--- src/rtl/slp_pkg.sv ---
package slp_pkg;

  typedef enum logic [1:0] {
    ST_RUN   = 2'd0,
    ST_SLEEP = 2'd1,
    ST_DEEP  = 2'd2
  } slp_state_e;

endpackage

--- src/rtl/slp_pend_edge.sv ---
module slp_pend_edge #(
  parameter int NumIrq = 8
) (
  input  logic              clk_i,
  input  logic              rst_ni,
  input  logic [NumIrq-1:0] pend_i,
  input  logic [NumIrq-1:0] en_i,
  output logic              rise_any_o,
  output logic              irq_wake_o
);

  logic [NumIrq-1:0] pend_q;
  logic [NumIrq-1:0] rise;
  logic [NumIrq-1:0] live;

  always_ff @(posedge clk_i or negedge rst_ni) begin
    if (!rst_ni) pend_q <= '0;
    else         pend_q <= pend_i;
  end

  for (genvar g = 0; g < NumIrq; g++) begin : g_irq
    assign rise[g] = pend_i[g] & ~pend_q[g];
    assign live[g] = pend_i[g] & en_i[g];
  end

  assign rise_any_o = |rise;
  assign irq_wake_o = |live;

endmodule

--- src/rtl/slp_evt_latch.sv ---
module slp_evt_latch (
  input  logic clk_i,
  input  logic rst_ni,
  input  logic sev_i,
  input  logic ext_evt_i,
  input  logic pend_rise_i,
  input  logic sev_on_pend_i,
  input  logic consume_i,
  output logic evt_now_o,
  output logic latch_o
);

  logic latch_q;

  assign evt_now_o = sev_i | ext_evt_i | (sev_on_pend_i & pend_rise_i);

  // consume wins: an event seen together with the consuming request is used up
  always_ff @(posedge clk_i or negedge rst_ni) begin
    if (!rst_ni)        latch_q <= 1'b0;
    else if (consume_i) latch_q <= 1'b0;
    else if (evt_now_o) latch_q <= 1'b1;
  end

  assign latch_o = latch_q;

endmodule

--- src/rtl/slp_fsm.sv ---
module slp_fsm
  import slp_pkg::*;
(
  input  logic clk_i,
  input  logic rst_ni,
  input  logic wfi_i,
  input  logic wfe_i,
  input  logic exit_req_i,
  input  logic deep_sel_i,
  input  logic irq_wake_i,
  input  logic evt_now_i,
  input  logic latch_i,
  output logic consume_o,
  output logic sleep_o,
  output logic deep_o,
  output logic wake_o
);

  slp_state_e state_q, state_d;
  logic       wfe_mode_q, wfe_mode_d;
  logic       wake_q, wake_d;
  slp_state_e sleep_tgt;

  assign sleep_tgt = deep_sel_i ? ST_DEEP : ST_SLEEP;

  always_comb begin
    state_d    = state_q;
    wfe_mode_d = wfe_mode_q;
    wake_d     = 1'b0;
    consume_o  = 1'b0;
    unique case (state_q)
      ST_RUN: begin
        if (wfe_i) begin
          if (latch_i || evt_now_i) begin
            consume_o = 1'b1;
          end else if (!irq_wake_i) begin
            state_d    = sleep_tgt;
            wfe_mode_d = 1'b1;
          end
        end else if (wfi_i || exit_req_i) begin
          if (!irq_wake_i) begin
            state_d    = sleep_tgt;
            wfe_mode_d = 1'b0;
          end
        end
      end
      ST_SLEEP, ST_DEEP: begin
        if (irq_wake_i || (wfe_mode_q && evt_now_i)) begin
          state_d   = ST_RUN;
          wake_d    = 1'b1;
          consume_o = wfe_mode_q;
        end
      end
      default: state_d = ST_RUN;
    endcase
  end

  always_ff @(posedge clk_i or negedge rst_ni) begin
    if (!rst_ni) begin
      state_q    <= ST_RUN;
      wfe_mode_q <= 1'b0;
      wake_q     <= 1'b0;
    end else begin
      state_q    <= state_d;
      wfe_mode_q <= wfe_mode_d;
      wake_q     <= wake_d;
    end
  end

  assign sleep_o = (state_q != ST_RUN);
  assign deep_o  = (state_q == ST_DEEP);
  assign wake_o  = wake_q;

endmodule

--- src/rtl/slp_wake_ctrl.sv ---
module slp_wake_ctrl #(
  parameter int NumIrq = 8
) (
  input  logic              clk_i,
  input  logic              rst_ni,
  input  logic              wfi_i,
  input  logic              wfe_i,
  input  logic              sev_i,
  input  logic              ext_evt_i,
  input  logic [NumIrq-1:0] irq_pend_i,
  input  logic [NumIrq-1:0] irq_en_i,
  input  logic              ret_thread_i,
  input  logic              sleep_on_exit_i,
  input  logic              deep_sel_i,
  input  logic              sev_on_pend_i,
  output logic              sleep_o,
  output logic              deep_o,
  output logic              wake_o
);

  logic pend_rise;
  logic irq_wake;
  logic evt_now;
  logic latch;
  logic consume;
  logic exit_req;

  assign exit_req = ret_thread_i & sleep_on_exit_i;

  slp_pend_edge #(.NumIrq(NumIrq)) i_pend_edge (
    .clk_i      (clk_i),
    .rst_ni     (rst_ni),
    .pend_i     (irq_pend_i),
    .en_i       (irq_en_i),
    .rise_any_o (pend_rise),
    .irq_wake_o (irq_wake)
  );

  slp_evt_latch i_evt_latch (
    .clk_i         (clk_i),
    .rst_ni        (rst_ni),
    .sev_i         (sev_i),
    .ext_evt_i     (ext_evt_i),
    .pend_rise_i   (pend_rise),
    .sev_on_pend_i (sev_on_pend_i),
    .consume_i     (consume),
    .evt_now_o     (evt_now),
    .latch_o       (latch)
  );

  slp_fsm i_fsm (
    .clk_i      (clk_i),
    .rst_ni     (rst_ni),
    .wfi_i      (wfi_i),
    .wfe_i      (wfe_i),
    .exit_req_i (exit_req),
    .deep_sel_i (deep_sel_i),
    .irq_wake_i (irq_wake),
    .evt_now_i  (evt_now),
    .latch_i    (latch),
    .consume_o  (consume),
    .sleep_o    (sleep_o),
    .deep_o     (deep_o),
    .wake_o     (wake_o)
  );

endmodule

--- config.mk ---
export PLATFORM = sky130hd
export DESIGN_NAME = slp_wake_ctrl
export DESIGN_NICKNAME = d
export VERILOG_FILES = /design/src/rtl/slp_pkg.sv /design/src/rtl/slp_pend_edge.sv /design/src/rtl/slp_evt_latch.sv /design/src/rtl/slp_fsm.sv /design/src/rtl/slp_wake_ctrl.sv
export SDC_FILE = /design/constraint.sdc
export NUM_CORES = 1
export LEC_CHECK = 0
export BUFFER_PORTS_ARGS = -buffer_cell sky130_fd_sc_hd__buf_2
export CAP_MARGIN = 40
export CORE_AREA = 2 2 40 42
export CTS_BUF_LIST = sky130_fd_sc_hd__clkbuf_4 sky130_fd_sc_hd__clkbuf_8 sky130_fd_sc_hd__clkbuf_16
export DETAILED_ROUTE_END_ITERATION = 16
export DIE_AREA = 0 0 42 44
export GPL_TIMING_DRIVEN = 0
export PLACE_DENSITY_LB_ADDON = 0.15
export SYNTH_ARGS = -nofsm -noshare
export SYNTH_HDL_FRONTEND = slang
export SYNTH_SLANG_ARGS = --single-unit
export TNS_END_PERCENT = 20
--- constraint.sdc ---
create_clock -name clk_i -period 5.3 [get_ports clk_i]
set_input_delay 1.06 -clock clk_i [delete_from_list [all_inputs] [get_ports clk_i]]
set_output_delay 1.06 -clock clk_i [all_outputs]
set_load 0.005 [all_outputs]
* Yosys cells after proc, flatten, opt, wreduce, memory -nomap -nowiden *
Cells that the tools add are included.

storage, ports and cells
  flip-flop bits (word level) = 13
  word-level logic and storage cells = 73

operators by class
  equal/unequal tests = 6
  muxes and demuxes = 20
  bitwise logic cells = 29
  reduce and logical (&&, ||, !) cells = 13

operators with widths
  operator                                                                  number
  1-bit AND                                                                 18
  8-bit OR reduction                                                        2
  1-bit 2-to-1 mux                                                          12
  2-bit 2-to-1 mux                                                          6
  1-bit NOT                                                                 9
  2-bit nonzero test                                                        3
  2-bit case mux with 2 select lines                                        1
  4-bit AND reduction                                                       1
  1-bit logical OR                                                          3
  3-bit by 2-bit inequality test with 1-bit output (second input constant)  1
  3-bit inequality test (second input constant)                             1
  3-bit AND reduction                                                       1
  2-bit by 1-bit equality test with 1-bit output (second input constant)    1
  2-bit equality test (second input constant)                               1
  2-bit logical NOT                                                         1
  2-bit by 1-bit inequality test with 1-bit output (second input constant)  1
  2-bit inequality test (second input constant)                             1
  1-bit OR                                                                  2
  1-bit case mux with 2 select lines                                        1
  2-bit OR reduction                                                        1
  1-bit logical AND                                                         1

* Logic depth before layout (Yosys ltp) *
  word-level depth = 10
  mapped depth = 6

* By module *
Synthesis repeated with hierarchy kept, for this count alone.

second synthesis, totals
  cell total of the unflattened synthesis = 58
  area total of the unflattened synthesis = 629.4 um2

modules (own cells, without submodules)
  module         instances  cells an instance  area an instance (um2)
  slp_pend_edge  1          26                 299.0
  slp_fsm        1          28                 280.3
  slp_evt_latch  1          3                  43.8
  slp_wake_ctrl  1          1                  6.3

* Least setup slack after synthesis *
Ideal clock, no wire load.

  kind = in2reg
  start point = input irq_pend_i[3]
  end point = register i_fsm.state_q[0]
  arrival = 2582 ps
  required time = 5196 ps
  slack = 2614 ps
  stages = 6
  buffers on the path = 0
  cell sequence = inv_1 -> o22ai_1 -> or4_4 -> a311oi_2 -> or4b_1 -> o311ai_1

on the way
  longest elaborated chain between the ends = 8
  elaborated cells between the ends (all ways) = 17
  classes of those cells = 2 x eq/ne; 5 x mux; 4 x bitwise; 6 x reduce/logical

ends and longest elaborated chain
  what                                                               RTL line             source
  start, declared                                                    slp_wake_ctrl.sv:10  input logic [NumIrq-1:0] irq_pend_i,
  1-bit AND                                                          slp_pend_edge.sv:22  assign rise[g] = pend_i[g] & ~pend_q[g];
  8-bit OR reduction                                                 slp_pend_edge.sv:26  assign rise_any_o = |rise;
  1-bit AND                                                          slp_evt_latch.sv:15  assign evt_now_o = sev_i | ext_evt_i | (sev_on_pend_i & pend_rise_i);
  1-bit OR                                                           slp_evt_latch.sv:15
  1-bit logical AND                                                  slp_fsm.sv:48        if (irq_wake_i || (wfe_mode_q && evt_now_i)) begin
  1-bit logical OR                                                   slp_fsm.sv:48
  2-bit by 1-bit inequality test with 1-bit output (no source line)  n/a
  3-bit AND reduction (no source line)                               n/a
  end signal, assigned                                               slp_fsm.sv:64        state_q <= state_d;
  end, declared                                                      slp_fsm.sv:19        slp_state_e state_q, state_d;

Several ways; a longest one is shown, not always the timed one. The select of a mux whose other input is x is not followed.
A chain may end at the register's enable or synchronous reset.

* Final worst setup path *
Ends and elaborated chain as after synthesis.

==> results.md <==
- Die area: 0.00185 mm²
- P_leak: around 0.43 nW
- Syn nets: 92
- GR Overflow Total: 0
- Max incr delay on CP: 0.57 ns
- Max cap viols: 0
- Routability Congestion: a little under 0.8
- Worst path arrival time: ~2.8 ns
- # H-tree levels: 1
- Ant diodes: 0
- TritonCTS clock tree: yes
- Worst-margin pin slew: roughly 0.50 ns
- Fin Clk Skew: 0.00113 ns
- Core Footprint: about 0.0014 mm²
- Initial antenna violation count: 0
- Die Width: around 42 µm
- Crit start category: input port
- Clock sink count: 13
- Total power: about 0.28 mW
- Layout area overhead: 29.1%
- Reg2Reg Setup Slack: about 3.3 ns
- Initial core utilization: about 46%
- Drt pass-1 iters: 4
- # DRC: 0
- Combinational Power Share: a little under a third
- R2R Path End: i_fsm.state_q[0]$_DFFE_PN0P_
- Post-CTS sizing: 0
- Die Y: between 40 and 50 µm
- Crit-path max FO: 4
- Worst-path clk slew: 0.07 ns
- Clk buf depth: 2
- Internal cell power: 0.191 mW
- Switching power: roughly 0.09 mW
- Placed Cells incl. Taps: ~110
- Power share of the clock group: ~22%
- IO buf count: 28
- CTS root buf: clkbuf_4
- Final clock period utilization by the worst path: between 50% and 60%
- FMAX: approximately 370 MHz
- Mapped cell area: approximately 650 µm²
- Hold EP: i_fsm.state_q[0]$_DFFE_PN0P_
- Post-synth cell types: 23
- Post-Synthesis Cells: between 60 and 70
- Synth area leader: dfrtp_1
- Global-route wire length before repair: ~2200 µm
- Final hold vios: 0
- Crit. End Element: flop
- Total track usage: about 15%
- Hold path depth: 2
- Synth top area share: between 40% and 50%
- Most common cell in the netlist: dfrtp_1
- RSZ-0062 raised after global routing: false
- Critical hold path startpoint: i_fsm.state_q[0]$_DFFE_PN0P_
- P per Cell Area: about 330 mW/mm²
- Final worst path period need: 2.67 ns
- Hold_buf cts: 0
- Worst-path cell chain: buf_2 > inv_1 > o22ai_1 > or4_4 > a311oi_2 > or4b_1 > o311ai_1
- Vias: roughly 580
- Post-synthesis average cell area: 10.4 µm²
- Largest net degree at the start of global routing: 14
- IO Pins: 29
- Max-slew headroom: around two thirds
- HP Class: flop to flop
- Antenna Violating Nets Remaining: 0
- Initial DRC count: 18
- Hold slack: ~0.54 ns
- Slowest-stage cell, CP: or4_4
- Post-CTS setup repair buffer count: 0
- Vias in the first global route: approximately 550
- Sum Neg Setup Slack: 0 ns
- CTS Buf Count: 3
- Reg2Reg Depth: 5
- WL per Instance: around 11 µm
- Fill cells: 138
- EDFF count, synth: 0
- Nets@finish: between 100 and 150
- Fraction of layout cells with a size suffix above 1: 38.9%
- Worst EP required: 5.46 ns
- Final setup viols: 0
- Top cells by area, synth: dfrtp_1, inv_1, ha_1, o22ai_1, a22oi_1
- Top cell types by occurrence after synthesis: dfrtp_1, inv_1, nand2_1, o22ai_1, a22oi_1
- Seq cells post-synth: 13
- Worst-Skew Late Latency: ~0.26 ns
- Switch share: 31.8%
- Final slew viol count: 0
- Detail Placement HPWL: approximately 1000 µm
- Area taken by multi-input logic gates: approximately 280 µm²
- Async S/R FF share, synth: 100%
- Crit Path Class: input port to flop
- Row count: 14
- Peak supply drop: around 0.00019 V
- WL final: ~1200 µm
- FF/Latch Area: between 300 and 400 µm²
- Via/cell ratio: 5.24
- Outcome: finished clean
- YS warnings: 0
- Sequential area share after synthesis: 49.8%
- Most used flip-flop cell after synthesis: dfrtp_1
- FF-to-FF Start: i_pend_edge.pend_q[3]$_DFF_PN0_
- Non-filler cells, final: about 110
- Share of power burned in registers: 46.5%
==> layout make-up <==
type,count,area share [%]
sequential,13,38.6
multi-input combinational,38,33.5
inverter,12,5.34
tap,16,2.37
timing repair buffer,28,16.6
clock buffer,4,3.56
==> metrics by stage <==
step / cell area (µm²) / utilization, % / setup WS (ns)
after floorplan: 653 / - / 2.61
after global placement: 813 / 57.3 / 2.36
after detailed placement: 813 / 57.3 / 2.36
after CTS: 843 / 59.4 / 2.63
after global routing: 843 / 59.4 / 2.51
final: 843 / 59.4 / 2.63
==> cell families after synthesis <==
kind of cell | share of synthesized area (%)
buffers and inverters | 6.90
AOI/OAI and AO/OA | 25.3
and+or+nand+nor | 12.3
DFF | 49.8
adders and majority gates | 5.75
==> flip-flops by register name, indices dropped and copies added, names as in the netlist <==
signal,count
i_pend_edge.pend_q,8
i_fsm.state_q,2
i_evt_latch.latch_o,1
i_fsm.wake_o,1
i_fsm.wfe_mode_q,1
==> how the worst max path moves through the flow <==
stage | startpoint | cells past startpoint | endpoint
floorplan | irq_pend_i[3] | 6 | i_fsm.state_q[0]$_DFFE_PN0P_
global placement | irq_pend_i[3] | 7 | i_fsm.state_q[0]$_DFFE_PN0P_
detailed placement | irq_pend_i[3] | 7 | i_fsm.state_q[0]$_DFFE_PN0P_
CTS | irq_pend_i[3] | 7 | i_fsm.state_q[0]$_DFFE_PN0P_
global route | irq_pend_i[3] | 7 | i_fsm.state_q[0]$_DFFE_PN0P_
finish | irq_pend_i[3] | 7 | i_fsm.state_q[0]$_DFFE_PN0P_
==> layer usage <==
metal	part of all wire (%)	track usage, %
met5	0	0
met4	0	5.81
met3	8.6	1.25
met2	47	26.3
met1	44	20.3
==> power by group through the flow <==
stage                     Sequential, mW  Combinational [mW]  Clock (mW)
after CTS                          0.130              0.0902      0.0648
after floorplan                    0.129              0.0545           0
after detailed placement           0.132              0.0891           0
after global placement             0.131              0.0881           0
after global routing               0.134               0.100      0.0684
final                              0.130              0.0878      0.0619
==> worst max-delay path: cells and delay by family <==
kind	cells	cell delay, ns
buffers and inverters	2	0.16
AND/OR/NAND/NOR	2	1.04
AO/OA/AOI/OAI	3	0.57
==> cell usage in the layout, fill, tap and decap left out <==
cell type	count
buf_2	28
dfrtp_1	13
inv_1	12
nand2_1	7
o22ai_1	5
a22oi_1	4
clkbuf_4	4
ha_1	3
a211o_2	2
a211oi_1	2
and4_2	1
or4_4	1
a21oi_1	1
nand3_1	1
nor3_1	1
o22a_1	1
o31a_1	1
a311oi_2	1
o21ai_0	1
a311oi_1	1
or4b_1	1
o311ai_1	1
nand4b_1	1
o311ai_0	1
nor2_1	1
No activity file was read; power rests on OpenSTA's default activity.
